<file path="config.mk">
export PLATFORM = sky130hd
export DESIGN_NAME = sat_shifter
export DESIGN_NICKNAME = d
export VERILOG_FILES = /design/src/rtl/sat_shift_pkg.sv /design/src/rtl/sat_left_unit.sv /design/src/rtl/sat_right_unit.sv /design/src/rtl/shift_lane.sv /design/src/rtl/sat_shifter.sv
export SDC_FILE = /design/constraint.sdc
export NUM_CORES = 1
export LEC_CHECK = 0
export BUFFER_PORTS_ARGS = -buffer_cell sky130_fd_sc_hd__buf_2
export CAP_MARGIN = 15
export CELL_PAD_IN_SITES_DETAIL_PLACEMENT = 0
export CELL_PAD_IN_SITES_GLOBAL_PLACEMENT = 1
export CORE_MARGIN = 4
export CORE_UTILIZATION = 50
export DETAILED_ROUTE_END_ITERATION = 10
export GPL_TIMING_DRIVEN = 0
export PLACE_DENSITY = 0.95
export SLEW_MARGIN = 10
export SYNTH_ARGS = -nofsm -noshare
export SYNTH_HDL_FRONTEND = slang
export SYNTH_HIERARCHICAL = 1
export SYNTH_SLANG_ARGS = --single-unit
</file>
<file path="constraint.sdc">
create_clock -name vclk -period 15.15
set_clock_uncertainty 0.2 [all_clocks]
set_input_delay 0.7575 -clock vclk [all_inputs]
set_output_delay 0.7575 -clock vclk [all_outputs]
set_load 0.05 [all_outputs]
</file>
<file path="src/rtl/sat_shift_pkg.sv">
package sat_shift_pkg;

    localparam int SHORT_W = 16;
    localparam int LONG_W  = 32;
    localparam int CNT_W   = 16;

    // bit 1: long lane, bit 0: rounding on right shifts
    typedef enum logic [1:0] {
        MODE_SHORT     = 2'b00,
        MODE_SHORT_RND = 2'b01,
        MODE_LONG      = 2'b10,
        MODE_LONG_RND  = 2'b11
    } shift_mode_e;

    function automatic logic mode_is_long(input logic [1:0] m);
        return m[1];
    endfunction

    function automatic logic mode_is_rnd(input logic [1:0] m);
        return m[0];
    endfunction

endpackage

</file>
<file path="src/rtl/sat_left_unit.sv">
module sat_left_unit #(
    parameter int W  = 16,
    parameter int AW = 17
) (
    input  logic [W-1:0]  val,
    input  logic [AW-1:0] amt,
    output logic [W-1:0]  res,
    output logic          clipped
);
    localparam int XW = 2 * W;
    localparam logic [W-1:0] MAXV = {1'b0, {(W-1){1'b1}}};
    localparam logic [W-1:0] MINV = {1'b1, {(W-1){1'b0}}};

    logic [XW-1:0] wide;
    logic [W:0]    top_bits;

    always_comb begin
        wide     = {{W{val[W-1]}}, val} << amt;
        top_bits = wide[XW-1:W-1];
        if (amt >= AW'(W)) begin
            clipped = |val;
        end else begin
            clipped = !((&top_bits) || (~|top_bits));
        end
        res = clipped ? (val[W-1] ? MINV : MAXV) : wide[W-1:0];
    end

    // a clipped result carries the input's sign at full scale
    always_comb begin
        if (clipped) begin
            a_r3_clip_sign: assert (res == (val[W-1] ? MINV : MAXV))
                else $error("clipped result has wrong rail");
        end
    end

endmodule

</file>
<file path="src/rtl/sat_right_unit.sv">
module sat_right_unit #(
    parameter int W  = 16,
    parameter int AW = 17
) (
    input  logic [W-1:0]  val,
    input  logic [AW-1:0] amt,
    input  logic          rnd,
    output logic [W-1:0]  res
);
    localparam int SW = $clog2(W);

    logic [SW-1:0] amt_c;
    logic          too_far;
    logic [W-1:0]  shifted;
    logic          rbit;

    always_comb begin
        too_far = amt > AW'(W-1);
        amt_c   = too_far ? SW'(W-1) : amt[SW-1:0];
        shifted = $signed(val) >>> amt_c;
        rbit    = (amt_c != '0) ? val[amt_c - 1'b1] : 1'b0;
        if (rnd) begin
            res = too_far ? '0 : (shifted + {{(W-1){1'b0}}, rbit});
        end else begin
            res = shifted;
        end
    end

    // plain shifts at or past W-1 leave only sign copies
    always_comb begin
        if (!rnd && amt >= AW'(W-1)) begin
            a_r5_sign_fill: assert (res == {W{val[W-1]}})
                else $error("long right shift did not collapse to sign");
        end
    end

    // rounded shifts past W-1 return zero
    always_comb begin
        if (rnd && too_far) begin
            a_r9_round_zero: assert (res == '0)
                else $error("rounded far shift not zero");
        end
    end

endmodule

</file>
<file path="src/rtl/shift_lane.sv">
module shift_lane #(
    parameter int W  = 16,
    parameter int CW = 16
) (
    input  logic [W-1:0]  val,
    input  logic [CW-1:0] cnt,
    input  logic          rnd,
    output logic [W-1:0]  res
);
    localparam int AW = CW + 1;

    logic [AW-1:0] cnt_ext;
    logic [AW-1:0] mag;
    logic          go_right;
    logic [W-1:0]  left_res;
    logic [W-1:0]  right_res;
    logic          left_clip;

    always_comb begin
        cnt_ext  = {cnt[CW-1], cnt};
        go_right = cnt[CW-1];
        mag      = go_right ? (~cnt_ext + 1'b1) : cnt_ext;
    end

    sat_left_unit #(.W(W), .AW(AW)) u_left (
        .val     (val),
        .amt     (mag),
        .res     (left_res),
        .clipped (left_clip)
    );

    sat_right_unit #(.W(W), .AW(AW)) u_right (
        .val (val),
        .amt (mag),
        .rnd (rnd),
        .res (right_res)
    );

    always_comb begin
        res = go_right ? right_res : left_res;
    end

    // zero count is a pass-through
    always_comb begin
        if (cnt == '0) begin
            a_r10_zero_pass: assert (res == val)
                else $error("zero count altered data");
        end
    end

    // an unclipped left shift keeps the low bits cleared
    always_comb begin
        if (!go_right && !left_clip && mag != '0 && mag < AW'(W)) begin
            a_r2_low_zero: assert (res[0] == 1'b0)
                else $error("left shift left a set low bit");
        end
    end

endmodule

</file>
<file path="src/rtl/sat_shifter.sv">
module sat_shifter
    import sat_shift_pkg::*;
#(
    parameter int S_W = SHORT_W,
    parameter int L_W = LONG_W,
    parameter int C_W = CNT_W
) (
    input  logic [L_W-1:0] din,
    input  logic [C_W-1:0] shift_cnt,
    input  logic [1:0]     mode_sel,
    output logic [L_W-1:0] dout
);
    localparam int NLANE = 2;

    logic [L_W-1:0] lane_out [NLANE];

    for (genvar g = 0; g < NLANE; g++) begin : g_lane
        localparam int LW = (g == 0) ? S_W : L_W;
        logic [LW-1:0] r;

        shift_lane #(.W(LW), .CW(C_W)) u_lane (
            .val (din[LW-1:0]),
            .cnt (shift_cnt),
            .rnd (mode_is_rnd(mode_sel)),
            .res (r)
        );

        if (LW < L_W) begin : g_ext
            assign lane_out[g] = {{(L_W-LW){r[LW-1]}}, r};
        end else begin : g_full
            assign lane_out[g] = r;
        end
    end

    always_comb begin
        dout = mode_is_long(mode_sel) ? lane_out[1] : lane_out[0];
    end

    // short results are sign-extended across the full word
    always_comb begin
        if (!mode_is_long(mode_sel)) begin
            a_r1_short_sext: assert (dout[L_W-1:S_W-1] == '0 || &dout[L_W-1:S_W-1])
                else $error("short result not sign-extended");
        end
    end

endmodule

</file>
* After elaboration in Yosys (flattened, before gate mapping) *
Index checks and enable logic that the tools add are counted.

word-level totals
  register bits = 0
  bits in latches = 0
  RAM bits = 0
  ROM bits = 0
  input port bits = 50
  output and inout port bits = 32
  memories kept = 0

cells by class
  add/sub/neg operators = 5
  $mul = 0
  div/mod/pow operators = 0
  $lt $le $gt $ge = 6
  equality and inequality tests = 0
  shifts and indexed selects = 4
  mux-type cells = 22
  bitwise logic cells = 1
  reduce and logical (&&, ||, !) cells = 14

operators by type and width
  operator                                              number
  2-to-1 mux 32 bit                                     6
  2-to-1 mux 16 bit                                     5
  << shifter 64 x 17 -> 64 bit                          1
  AND reduction 33 bit                                  1
  OR reduction 33 bit                                   1
  adder 32 x 1 -> 32 bit                                1
  OR reduction 32 bit                                   1
  << shifter 32 x 17 -> 32 bit                          1
  >>> shifter 32 x 5 -> 32 bit                          1
  adder 17 x 1 -> 17 bit, second input constant         1
  >= comparator 17 x 5 -> 1 bit, second input constant  1
  >= comparator 17 x 6 -> 1 bit, second input constant  1
  > comparator 17 x 4 -> 1 bit, second input constant   1
  > comparator 17 x 5 -> 1 bit, second input constant   1
  2-to-1 mux 17 bit                                     1
  NOT 17 bit                                            1
  AND reduction 17 bit                                  1
  OR reduction 17 bit                                   1
  adder 16 x 1 -> 16 bit                                1
  OR reduction 16 bit                                   1
  >>> shifter 16 x 4 -> 16 bit                          1
  < comparator 5 x 6 -> 1 bit, second input constant    1
  2-to-1 mux 1 bit                                      6
  binary-select mux 1 bit (select 5 bit)                1
  other kinds (10)                                      14

* Depth between registers and ports, before layout *
  depth after elaboration = 14
  mapped depth = 29
  mapped depth without buffers = 23

* Hierarchy *
The synthesis kept the hierarchy.

by module, submodules not included
  module                                     instances  cells an instance  area an instance (µm²)
  sat_left_unit (g_lane[1].u_lane.u_left)    1          585                4357.9
  sat_right_unit (g_lane[1].u_lane.u_right)  1          588                3992.6
  sat_right_unit (g_lane[0].u_lane.u_right)  1          282                1965.6
  sat_left_unit (g_lane[0].u_lane.u_left)    1          245                1941.9
  shift_lane (g_lane[1].u_lane)              1          81                 703.2
  sat_shifter                                1          37                 549.3
  shift_lane (g_lane[0].u_lane)              1          63                 515.5

* Least setup slack after synthesis *
Ideal clock, no wire load.

  path type = input to output
  from = in shift_cnt[3]
  to = out dout[11]
  data arrival time = 6.680 ns
  path slack = 7.512 ns
  cell stages on the path = 24
  path through = or4_1 > buf_2 > or4_4 > nor3b_2 > nor4_4 > buf_2 > nand4_1 > buf_4 > clkinv_1 > ha_1 > buf_1 > mux4_2 > mux4_2 > mux2i_1 > o21ai_0 > ha_1 > nand4_1 > or3_1 > buf_6 > or4_4 > xnor2_1 > nor2_1 > mux2_2 > mux2_4

on the way
  cells in the longest elaborated chain, start to end = 14

ends and longest elaborated chain
  element                                 line                  RTL
  start, declared                         sat_shifter.sv:9      input logic [C_W-1:0] shift_cnt,
  NOT 17 bit (*)                          shift_lane.sv:22      mag = go_right ? (~cnt_ext + 1'b1) : cnt_ext;
  adder 17 x 1 -> 17 bit (*)              shift_lane.sv:22
  2-to-1 mux 17 bit (*)                   shift_lane.sv:22
  via g_lane[1].u_lane.mag[15]            shift_lane.sv:13      logic [AW-1:0] mag;
  > comparator 17 x 5 -> 1 bit (*)        sat_right_unit.sv:18  too_far = amt > AW'(W-1);
  2-to-1 mux 5 bit                        sat_right_unit.sv:19  amt_c = too_far ? SW'(W-1) : amt[SW-1:0];
  subtractor 5 x 1 -> 5 bit               sat_right_unit.sv:21  rbit = (amt_c != '0) ? val[amt_c - 1'b1] : 1'b0;
  binary-select mux 1 bit (select 5 bit)  sat_right_unit.sv:21
  2-to-1 mux 1 bit (not written as such)  sat_right_unit.sv:21
  2-to-1 mux 1 bit                        sat_right_unit.sv:21
  adder 32 x 1 -> 32 bit                  sat_right_unit.sv:23  res = too_far ? '0 : (shifted + {{(W-1){1'b0}}, rbit});
  2-to-1 mux 32 bit                       sat_right_unit.sv:23
  2-to-1 mux 32 bit (*)                   sat_right_unit.sv:22  if (rnd) begin
  via g_lane[1].u_lane.right_res[11]      shift_lane.sv:16      logic [W-1:0] right_res;
  2-to-1 mux 32 bit (*)                   shift_lane.sv:40      res = go_right ? right_res : left_res;
  via g_lane[1].r[11]                     sat_shifter.sv:19     logic [LW-1:0] r;
  2-to-1 mux 32 bit (*)                   sat_shifter.sv:36     dout = mode_is_long(mode_sel) ? lane_out[1] : lane_out[0];
  end, declared                           sat_shifter.sv:11     output logic [L_W-1:0] dout

The timed path passes the listed nets; every way through them passes the cells marked *. The select of a mux whose other input is x is not followed.

* Worst setup path after layout *
  from = in shift_cnt[15]
  to = out dout[30]

RTL lines
  element                                 line
  2-to-1 mux 17 bit (*)                   shift_lane.sv:22
  via g_lane[1].u_lane.mag[5]             shift_lane.sv:13
  > comparator 17 x 5 -> 1 bit (*)        sat_right_unit.sv:18
  2-to-1 mux 5 bit                        sat_right_unit.sv:19
  subtractor 5 x 1 -> 5 bit               sat_right_unit.sv:21
  binary-select mux 1 bit (select 5 bit)  sat_right_unit.sv:21
  2-to-1 mux 1 bit (not written as such)  sat_right_unit.sv:21
  2-to-1 mux 1 bit                        sat_right_unit.sv:21
  adder 32 x 1 -> 32 bit                  sat_right_unit.sv:23
  2-to-1 mux 32 bit                       sat_right_unit.sv:23
  2-to-1 mux 32 bit (*)                   sat_right_unit.sv:22
  via g_lane[1].u_lane.right_res[30]      shift_lane.sv:16
  2-to-1 mux 32 bit (*)                   shift_lane.sv:40
  via g_lane[1].r[30]                     sat_shifter.sv:19
  2-to-1 mux 32 bit (*)                   sat_shifter.sv:36

Marks and branches as above.

==> qor.yml <==
run_status: "complete, no violations"
drcViolationCount: 0
vias_per_cell: 7.79
drtAntennaViolNets: 0
setup_tns_ns: 0
synth.cell_area_um2: 14000
hp-class: "input pin to primary output"
cp-end-kind: "primary output"
place_congestion: 1.12
layout-drive-gt1-share_pct: 22.9
cts_resized: 0
hold_viol_final: 0
netlist_instances: 1879
max_freq_ghz: 0.0998
vias: 18268
grt_pass1_vias: 17019
min_period_over_period_pct: 66.1
place_inst: 2345
worstPathRequired_ns: 14.19
rsz0062_at_grt: "false"
ir_drop_v: 0.0000348
drt_wl_total_um: 67700
wl_per_cell_um: 28.8
antenna_found_initial: 0
min_period_ns: 10.02
crit_type: "input pin to primary output"
crit_path_max_fanout: 10
grt_pass1_wl_um: 101000
place_ws_ns: 5.59
area_growth_pct: 6.66
chipWidth_um: 175
tightest_slew_ns: 1.34
worst_slack_ns: 5.13
seq_area_um2: 0
rows: 61
core_um2: 27700
cap_violations: 0
die_area_um2: 30800
die_h_um: 175
start_util_pct: 50.6
max-slew-margin-rel_pct: 10.2
postCtsSetupBuffers: 0
cp_data_arrival_time_ns: 9.06
io_pins: 82
power_leakage_nw: 5.19
track_usage_pct: 41.0
cts_hold_buf: 0
slew_viol_final: 0
syn_avg_cell_area_um2: 7.46
synth_warnings: 6
final_cells: 2346
final_nets: 2028
dr.pass1.iters: 8
dr.first_iter.drc_count: 3664
hpwl_um: 51000
finalSetupViolations: 0
overflow: 0
clkbuf_count: 0
grt_max_degree: 26
seq_cells: 0
io_buffer_count: 81
p_per_area_nw_per_um2: 39.9
n_antenna_cell: 0
start_kind: "input pin"
[critical path, stage by stage]
cell and delay (ns):
buf_2 0.29, clkbuf_1 0.69, clkbuf_1 0.62, o21ai_0 0.24
xnor2_1 0.33, nor4_4 0.71, nand4_1 0.23, inv_2 0.21
clkbuf_1 0.40, clkbuf_1 0.54, ha_1 0.21, buf_1 0.38
mux4_2 0.39, mux4_2 0.51, a22o_1 0.23, nand2_1 0.06
o21ai_0 0.12, ha_1 0.22, nand4_1 0.17, nor3_2 0.11
nand4_1 0.12, buf_2 0.22, buf_2 0.23, nor2_1 0.07
nor3_1 0.36, mux2_2 0.23, mux2_4 0.13, buf_2 0.26
[cell type report]
| type | instances | area (um2) |
|---|---|---|
| buffer | 182 | 1000 |
| fill | 2795 | 12800 |
| inverter | 40 | 150 |
| multi-input combinational | 1661 | 12900 |
| tap | 378 | 473 |
| timing repair buffer | 85 | 430 |
[worst paths after layout]
check | slack (ns) | endpoint | cells past startpoint | from
worst max-delay path | 5.13 | dout[30] | 28 | shift_cnt[15]
worst min-delay path | 1.85 | dout[29] | 3 | mode_sel[1]
[per-layer routing]
| layer | part of all wire [%] | vias up | track usage, % |
|---|---|---|---|
| met4 | 8.0 | 0 | 22.8 |
| met1 | 36 | 8482 | 51.8 |
| li1 | - | 7641 | - |
| met5 | 0 | - | 0 |
| met2 | 41 | 1720 | 62.3 |
| met3 | 15 | 425 | 12.4 |
[stage by stage]
step	area [um2]	total power [mW]	hold slack [ns]	utilization, %
after global routing	14900	0.613	1.86	53.9
after floorplan	14000	0.388	1.67	-
after global placement	14900	0.559	1.84	53.8
final	14900	0.596	1.85	53.9
after detailed placement	14900	0.560	1.84	53.9
after CTS	14900	0.564	1.85	53.9
[power breakdown]
part / leakage, nW / switching, mW / internal [mW] / total, mW
sequential: 0 / 0 / 0 / 0
clock: 0 / 0 / 0 / 0
combinational: 5.19 / 0.401 / 0.195 / 0.596
[cells in the final DEF, fill, tap and decap left out, types with 40 or more instances in the layout]
cell type / count
nand3_1: 48
a21oi_1: 88
o21ai_0: 67
nand2_1: 173
nand4_1: 40
nor3_1: 67
nor2_1: 158
buf_2: 129
mux4_2: 58
clkbuf_1: 83
mux2i_1: 89
mux2_2: 90
(Power assumes the default switching activity.)
